<file path="src/rtl/lcb_pkg.sv">
`timescale 1ns/1ps
package lcb_pkg;

    localparam int CNT_W     = 13;
    localparam int ADDR_W    = 8;
    localparam int NUM_PULSE = 2;

    typedef logic [CNT_W-1:0] cnt_t;

    localparam cnt_t CNT_MAX = '1;

    // one waveform set: start level and two flip positions
    typedef struct packed {
        logic start_lvl;
        cnt_t flip_a;
        cnt_t flip_b;
    } wave_t;

    // one line window, inclusive
    typedef struct packed {
        cnt_t first;
        cnt_t last;
    } window_t;

    typedef enum logic [1:0] {
        SPACE_WAVE   = 2'b00,
        SPACE_WINDOW = 2'b01,
        SPACE_CHANGE = 2'b10,
        SPACE_NONE   = 2'b11
    } space_e;

    typedef enum logic [1:0] {
        FLD_LEVEL  = 2'd0,
        FLD_FLIP_A = 2'd1,
        FLD_FLIP_B = 2'd2,
        FLD_SPARE  = 2'd3
    } wfield_e;

    localparam wave_t   WAVE_RST   = '{start_lvl: 1'b1, flip_a: CNT_MAX, flip_b: CNT_MAX};
    localparam window_t WINDOW_RST = '{first: CNT_MAX, last: '0};

    function automatic cnt_t sat_inc(cnt_t v);
        return (v == CNT_MAX) ? v : v + 1'b1;
    endfunction

    function automatic logic wave_level(wave_t w, cnt_t pix);
        return w.start_lvl ^ (pix >= w.flip_a) ^ (pix >= w.flip_b);
    endfunction

    function automatic logic window_covers(window_t w, cnt_t line);
        return (w.first != CNT_MAX) && (w.first <= line) && (line <= w.last);
    endfunction

endpackage

</file>
<file path="src/rtl/lcb_counters.sv">
`timescale 1ns/1ps
module lcb_counters
    import lcb_pkg::*;
(
    input  logic clk,
    input  logic rst,
    input  logic hsync,
    input  logic vsync,
    output cnt_t pix,
    output cnt_t line
);

    always_ff @(posedge clk) begin
        if (rst) begin
            pix <= '0;
        end else if (hsync || vsync) begin
            pix <= '0;
        end else begin
            pix <= sat_inc(pix);
        end
    end

    always_ff @(posedge clk) begin
        if (rst) begin
            line <= '0;
        end else if (vsync) begin
            line <= '0;
        end else if (hsync) begin
            line <= sat_inc(line);
        end
    end

endmodule

</file>
<file path="src/rtl/lcb_regbank.sv">
`timescale 1ns/1ps
module lcb_regbank
    import lcb_pkg::*;
#(
    parameter int NUM_SEQ  = 4,
    parameter int NUM_MASK = 3
) (
    input  logic                                        clk,
    input  logic                                        rst,
    input  logic                                        wr_en,
    input  logic [ADDR_W-1:0]                           wr_addr,
    input  cnt_t                                        wr_data,
    input  logic                                        commit,
    output wave_t   [NUM_PULSE-1:0][NUM_SEQ-1:0]        act_wave,
    output window_t [NUM_PULSE-1:0][NUM_MASK-1:0]       act_win,
    output cnt_t    [NUM_SEQ-2:0]                       act_chg
);

    wave_t   [NUM_PULSE-1:0][NUM_SEQ-1:0]  stg_wave;
    window_t [NUM_PULSE-1:0][NUM_MASK-1:0] stg_win;
    cnt_t    [NUM_SEQ-2:0]                 stg_chg;

    space_e      space;
    logic [1:0]  seq_idx;
    logic        pulse_idx;
    wfield_e     fld;
    logic [1:0]  area;
    logic        edge_sel;
    logic [1:0]  chg_idx;

    always_comb begin
        space     = space_e'(wr_addr[7:6]);
        seq_idx   = wr_addr[5:4];
        pulse_idx = wr_addr[3];
        fld       = wfield_e'(wr_addr[1:0]);
        area      = wr_addr[2:1];
        edge_sel  = wr_addr[0];
        chg_idx   = wr_addr[1:0];
    end

    // staging bank
    always_ff @(posedge clk) begin
        if (rst) begin
            for (int p = 0; p < NUM_PULSE; p++) begin
                for (int s = 0; s < NUM_SEQ; s++) stg_wave[p][s] <= WAVE_RST;
                for (int a = 0; a < NUM_MASK; a++) stg_win[p][a] <= WINDOW_RST;
            end
            for (int k = 0; k < NUM_SEQ-1; k++) stg_chg[k] <= CNT_MAX;
        end else if (wr_en) begin
            case (space)
                SPACE_WAVE: begin
                    if (int'(seq_idx) < NUM_SEQ) begin
                        case (fld)
                            FLD_LEVEL:  stg_wave[pulse_idx][seq_idx].start_lvl <= wr_data[0];
                            FLD_FLIP_A: stg_wave[pulse_idx][seq_idx].flip_a    <= wr_data;
                            FLD_FLIP_B: stg_wave[pulse_idx][seq_idx].flip_b    <= wr_data;
                            default: ;
                        endcase
                    end
                end
                SPACE_WINDOW: begin
                    if (int'(area) < NUM_MASK) begin
                        if (edge_sel) stg_win[pulse_idx][area].last  <= wr_data;
                        else          stg_win[pulse_idx][area].first <= wr_data;
                    end
                end
                SPACE_CHANGE: begin
                    if (int'(chg_idx) < NUM_SEQ-1) stg_chg[chg_idx] <= wr_data;
                end
                default: ;
            endcase
        end
    end

    // working bank, replaced only at field start
    always_ff @(posedge clk) begin
        if (rst) begin
            for (int p = 0; p < NUM_PULSE; p++) begin
                for (int s = 0; s < NUM_SEQ; s++) act_wave[p][s] <= WAVE_RST;
                for (int a = 0; a < NUM_MASK; a++) act_win[p][a] <= WINDOW_RST;
            end
            for (int k = 0; k < NUM_SEQ-1; k++) act_chg[k] <= CNT_MAX;
        end else if (commit) begin
            act_wave <= stg_wave;
            act_win  <= stg_win;
            act_chg  <= stg_chg;
        end
    end

endmodule

</file>
<file path="src/rtl/lcb_pulse_lane.sv">
`timescale 1ns/1ps
module lcb_pulse_lane
    import lcb_pkg::*;
#(
    parameter int NUM_SEQ  = 4,
    parameter int NUM_MASK = 3
) (
    input  logic                          clk,
    input  logic                          rst,
    input  cnt_t                          pix,
    input  cnt_t                          line,
    input  wave_t   [NUM_SEQ-1:0]         waves,
    input  window_t [NUM_MASK-1:0]        wins,
    input  cnt_t    [NUM_SEQ-2:0]         chg,
    output logic                          mask_hit,
    output logic                          pulse_n
);

    localparam int SEL_W = (NUM_SEQ > 1) ? $clog2(NUM_SEQ) : 1;

    logic [SEL_W-1:0]    sel;
    logic [NUM_MASK-1:0] hits;
    wave_t               cur_wave;

    // region = number of change lines already reached
    always_comb begin
        sel = '0;
        for (int k = 0; k < NUM_SEQ-1; k++) begin
            if (line >= chg[k]) sel = sel + 1'b1;
        end
    end

    assign cur_wave = waves[sel];

    for (genvar a = 0; a < NUM_MASK; a++) begin : g_win
        assign hits[a] = window_covers(wins[a], line);
    end

    assign mask_hit = |hits;

    always_ff @(posedge clk) begin
        if (rst) begin
            pulse_n <= 1'b1;
        end else begin
            pulse_n <= mask_hit ? 1'b1 : wave_level(cur_wave, pix);
        end
    end

endmodule

</file>
<file path="src/rtl/lcb_line_pulse_gen.sv">
`timescale 1ns/1ps
module lcb_line_pulse_gen
    import lcb_pkg::*;
#(
    parameter int NUM_SEQ  = 4,
    parameter int NUM_MASK = 3
) (
    input  logic              clk,
    input  logic              rst,
    input  logic              hsync,
    input  logic              vsync,
    input  logic              wr_en,
    input  logic [7:0]        wr_addr,
    input  logic [12:0]       wr_data,
    output logic              clamp_n,
    output logic              blank_n
);

    cnt_t pix;
    cnt_t line;

    wave_t   [NUM_PULSE-1:0][NUM_SEQ-1:0]  act_wave;
    window_t [NUM_PULSE-1:0][NUM_MASK-1:0] act_win;
    cnt_t    [NUM_SEQ-2:0]                 act_chg;

    logic [NUM_PULSE-1:0] mask_hit;
    logic [NUM_PULSE-1:0] pulse_n;

    lcb_counters u_cnt (
        .clk   (clk),
        .rst   (rst),
        .hsync (hsync),
        .vsync (vsync),
        .pix   (pix),
        .line  (line)
    );

    lcb_regbank #(
        .NUM_SEQ  (NUM_SEQ),
        .NUM_MASK (NUM_MASK)
    ) u_bank (
        .clk      (clk),
        .rst      (rst),
        .wr_en    (wr_en),
        .wr_addr  (wr_addr),
        .wr_data  (wr_data),
        .commit   (vsync),
        .act_wave (act_wave),
        .act_win  (act_win),
        .act_chg  (act_chg)
    );

    for (genvar p = 0; p < NUM_PULSE; p++) begin : g_lane
        lcb_pulse_lane #(
            .NUM_SEQ  (NUM_SEQ),
            .NUM_MASK (NUM_MASK)
        ) u_lane (
            .clk      (clk),
            .rst      (rst),
            .pix      (pix),
            .line     (line),
            .waves    (act_wave[p]),
            .wins     (act_win[p]),
            .chg      (act_chg),
            .mask_hit (mask_hit[p]),
            .pulse_n  (pulse_n[p])
        );
    end

    assign clamp_n = pulse_n[0];
    assign blank_n = pulse_n[1];

endmodule

</file>
<file path="config.mk">
export PLATFORM = sky130hd
export DESIGN_NAME = lcb_line_pulse_gen
export DESIGN_NICKNAME = d
export VERILOG_FILES = /design/src/rtl/lcb_pkg.sv /design/src/rtl/lcb_counters.sv /design/src/rtl/lcb_regbank.sv /design/src/rtl/lcb_pulse_lane.sv /design/src/rtl/lcb_line_pulse_gen.sv
export SDC_FILE = /design/constraint.sdc
export NUM_CORES = 2
export LEC_CHECK = 0
export CAP_MARGIN = 20
export CORE_MARGIN = 5
export CORE_UTILIZATION = 35
export DETAILED_ROUTE_END_ITERATION = 16
export PLACE_DENSITY = 0.48
export SYNTH_ARGS = -nofsm -noshare
export SYNTH_HDL_FRONTEND = slang
export SYNTH_SLANG_ARGS = --single-unit
</file>
<file path="constraint.sdc">
create_clock -name clk -period 15.3 [get_ports clk]
set_input_delay 3.06 -clock clk [delete_from_list [all_inputs] [get_ports clk]]
set_output_delay 3.06 -clock clk [all_outputs]
set_load 0.05 [all_outputs]
</file>
==> impl_metrics.env <==
export IMPL_first_pass_iters=8
export IMPL_ys_warn_count=0
export IMPL_number_of_flops_mapped_to_enable_cells_by_yosys=0
export IMPL_drv_max_cap_violation_count=0
export IMPL_root_buffer="sky130_fd_sc_hd__clkbuf_16"
export IMPL_synth_top_cells_by_area="sky130_fd_sc_hd__dfxtp_1 (46%), sky130_fd_sc_hd__mux2i_1 (14%), sky130_fd_sc_hd__ha_1 (8.6%)"
export IMPL_placement_io_buffers=27
export IMPL_max_slew_violation_count=0
export IMPL_cp_slowest_cell="sky130_fd_sc_hd__o41ai_4"
export IMPL_required_time_at_the_worst_slack_endpoint_ns=15.84
export IMPL_synthesis_area_per_instance_sq_um=10.1
export IMPL_yosys_area_top_type="sky130_fd_sc_hd__dfxtp_1"
export IMPL_synth_yosys_seq_area_share=0.459
export IMPL_boundaryPins=28
export IMPL_cts_max_level=3
export IMPL_route_detailed_drc=0
export IMPL_final_common_cell="sky130_fd_sc_hd__dfxtp_1"
export IMPL_postLayoutCoreUtil=0.399
export IMPL_die_y_um=335
export IMPL_final_min_clock_period_ns=6.57
export IMPL_r2r_cells=20
export IMPL_tritoncts="done"
export IMPL_cellLeakagePower_nw=17.6
export IMPL_netlist_area_sq_mm=0.0370
export IMPL_drive_above_1_share=0.0847
export IMPL_globalRouteTotalUtil=0.186
export IMPL_cellInternalPower_mw=3.79
export IMPL_worst_setup_hold_path_clk_slew_ns=0.06
export IMPL_timing_critical_path_cells="inv_1 > ha_1 > nor2b_1 > o21ai_1 > a31oi_1 > o41ai_4 > nor2_1 > a21oi_4 > buf_4 > mux4_2 > inv_1 > ha_1 > a21o_1 > a211oi_1 > o21ai_0 > o21ai_0 > a21oi_1 > xor2_1 > nor3_1 > or3b_2"
export IMPL_synth_seq_cells=850
export IMPL_dieWidth_um=335
export IMPL_rsz_0062_raised_after_global_routing="false"
export IMPL_floorplan_rows=119
export IMPL_critical_path_class="reg2reg"
export IMPL_layoutNonFillerInstCount=5087
export IMPL_dpl_cell_area_sq_mm=0.0387
export IMPL_drt_first_iter_violations=1742
export IMPL_reg2reg_slack_ns=8.73
export IMPL_power_frac_seq=0.461
export IMPL_postSynth_topFlopCell="sky130_fd_sc_hd__dfxtp_1"
export IMPL_finalHoldViolations=0
export IMPL_post_synthesis_async_set_or_reset_flop_share=0
export IMPL_combinationalPowerShare=0.048
export IMPL_grt_pass1_vias=25837
export IMPL_layout_worst_path_cycle_share=0.429
export IMPL_cts_num_sinks=850
export IMPL_cp_arrival_ns=7.11
export IMPL_core_area_sq_mm=0.105
export IMPL_netlist_cell_type_count=59
export IMPL_synth_net_count=3953
export IMPL_crit_fanout=52
export IMPL_grt_max_degree=201
export IMPL_tritoncts_num_buffers=94
export IMPL_place_inst=4919
export IMPL_grt_first_pass_wirelength_um=162000
export IMPL_routed_wire_length_per_instance_um=20.9
export IMPL_dpl_worst_slack_ns=8.55
export IMPL_layout_area_seq_sq_mm=0.0170
export IMPL_routabilityCongestion=0.756
export IMPL_status="complete, no violations"
export IMPL_total_power_mw=4.92
export IMPL_finalSetupViolations=0
export IMPL_synth_largest_type_area_fraction=0.459
export IMPL_vdd_ir_drop_max_v=0.000104
export IMPL_grt_ovfl_total=0
export IMPL_layout_cells_most_common_list="sky130_fd_sc_hd__dfxtp_1 (850), sky130_fd_sc_hd__nand2_1 (533), sky130_fd_sc_hd__mux2i_1 (531)"
export IMPL_achievable_frequency_mhz=152
export IMPL_power_density_mw_per_mm2=117
export IMPL_n_antenna_cell=0
export IMPL_pwr_share_clk=0.491
export IMPL_cts_setup_buffers=0
export IMPL_number_of_antenna_violations_at_the_first_check_in_global_routing=2
export IMPL_detailroute_via_count=26362
export IMPL_totalNegativeSetupSlack_ns=0
export IMPL_critical_path_max_stage_delay_ns=0.77
export IMPL_fin_ws_ns=8.73
export IMPL_power_net_switching_mw=1.12
export IMPL_final_hold_worst_slack_ns=0.462
export IMPL_clock_tree_buffer_depth=3
export IMPL_route_detailed_vias_per_inst=5.18
export IMPL_timing_hold_worst_class="reg2reg"
export IMPL_cts_resized=0
export IMPL_post_detail_place_hpwl_um=61800
export IMPL_nets=3907
export IMPL_final_area_sq_mm=0.0420
export IMPL_cts_hold_buffers_added=0
export IMPL_multi_input_comb_area_sq_mm=0.0184
export IMPL_start_util=0.352
export IMPL_die_area_sq_mm=0.112
export IMPL_switching_part_of_the_total_power=0.228
export IMPL_final_setup_skew_ns=0.0268
export IMPL_num_fill_cells=10317
export IMPL_synthToLayoutAreaGrowth_pct=13.4
export IMPL_crit_path_end_kind="register"
export IMPL_postSynthCellCount=3671
export IMPL_finalWirelength_um=107000
export IMPL_worst_slew_pin_transition_ns=1.05
export IMPL_max_slew_margin_rel=0.300
export IMPL_min_delay_path_depth=2
export IMPL_worstSkewPairLatency_ns=0.67
export IMPL_start_kind="register"
export IMPL_antenna_left=0
==> power groups by stage <==
stage / registers [mW] / clock network (mW) / logic, mW
2_1_floorplan: 2.31 / 0 / 0.156
3_3_place_gp: 2.32 / 0 / 0.235
3_5_place_dp: 2.31 / 0 / 0.236
4_1_cts: 2.27 / 2.48 / 0.237
5_1_grt: 2.27 / 2.56 / 0.254
6_report: 2.27 / 2.42 / 0.235
==> final cells by class <==
cell class              count  area share
inverters                 185      0.0167
flip-flops and latches    850       0.405
clock inverters            32      0.0111
clock buffers             135      0.0676
well taps                1391      0.0414
repair buffers            110      0.0207
multi-input cells        2384       0.437
==> worst max-delay path, delay by kind of cell (launching register included) <==
family | cells | cell delay [ns]
AO/OA/AOI/OAI | 9 | 2.13
buffers and inverters | 3 | 1.27
AND/OR/NAND/NOR | 4 | 0.74
flip-flops | 1 | 0.71
adder cells (fa/ha/maj) | 2 | 0.66
multiplexers | 1 | 0.42
XOR/XNOR | 1 | 0.40
==> registers in the layout (all words and copies together) (netlist names) <==
register,cells
g_lane.u_lane.pulse_n,2
u_bank.act_chg,39
u_bank.act_wave,216
u_bank.act_win,156
u_bank.stg_chg,39
u_bank.stg_wave,216
u_bank.stg_win,156
u_cnt.line,13
u_cnt.pix,13
==> cells in the mapped netlist, drive strengths merged, types with 2 or more instances <==
library cell and count:
a211o 2, a211oi 8, a21boi 3, a21o 50, a21oi 76, a221o 216, a31oi 8, and2 9
and3 12, and3b 2, and4 9, buf 49, clkbuf 203, dfxtp 850, ha 256, inv 185
mux2i 531, mux4 52, nand2 533, nand2b 9, nand3 63, nand3b 2, nand4 51, nand4b 2
nor2 241, nor2b 33, nor3 15, nor3b 3, nor4 4, o2111ai 2, o211ai 53, o21a 19
o21ai 69, o21bai 2, o22a 2, o22ai 2, o31ai 3, o41a 2, or2 3, or3 5
or4 4, xnor2 13, xor2 6
==> routing by layer <==
metal	up-vias	GRT usage	part of all wire	wire, um
met5	-	0	0	0
met4	0	0.0533	0.027	2840
met1	12802	0.268	0.50	52900
met3	157	0.0246	0.038	4040
met2	440	0.291	0.44	46700
li1	12963	-	-	-
==> worst paths after layout <==
kind / start / end
setup / recovery: u_cnt.line[0] / g_lane[0].u_lane.pulse_n
hold / removal: u_bank.act_wave[204] / u_bank.act_wave[204]
setup reg to reg: u_cnt.line[0] / g_lane[0].u_lane.pulse_n
hold reg to reg: u_bank.act_wave[204] / u_bank.act_wave[204]
==> cell families after synthesis <==
| kind of cell | after synthesis | share of synthesized area |
|---|---|---|
| flip-flops | 850 | 0.459 |
| buffers and inverters | 437 | 0.0457 |
| AND/OR/NAND/NOR | 1003 | 0.116 |
| AO/OA/AOI/OAI | 523 | 0.112 |
| XOR/XNOR | 19 | 0.00500 |
| multiplexers | 583 | 0.176 |
| adder cells (fa/ha/maj) | 256 | 0.0865 |
No activity file was read; power rests on OpenSTA's default activity.
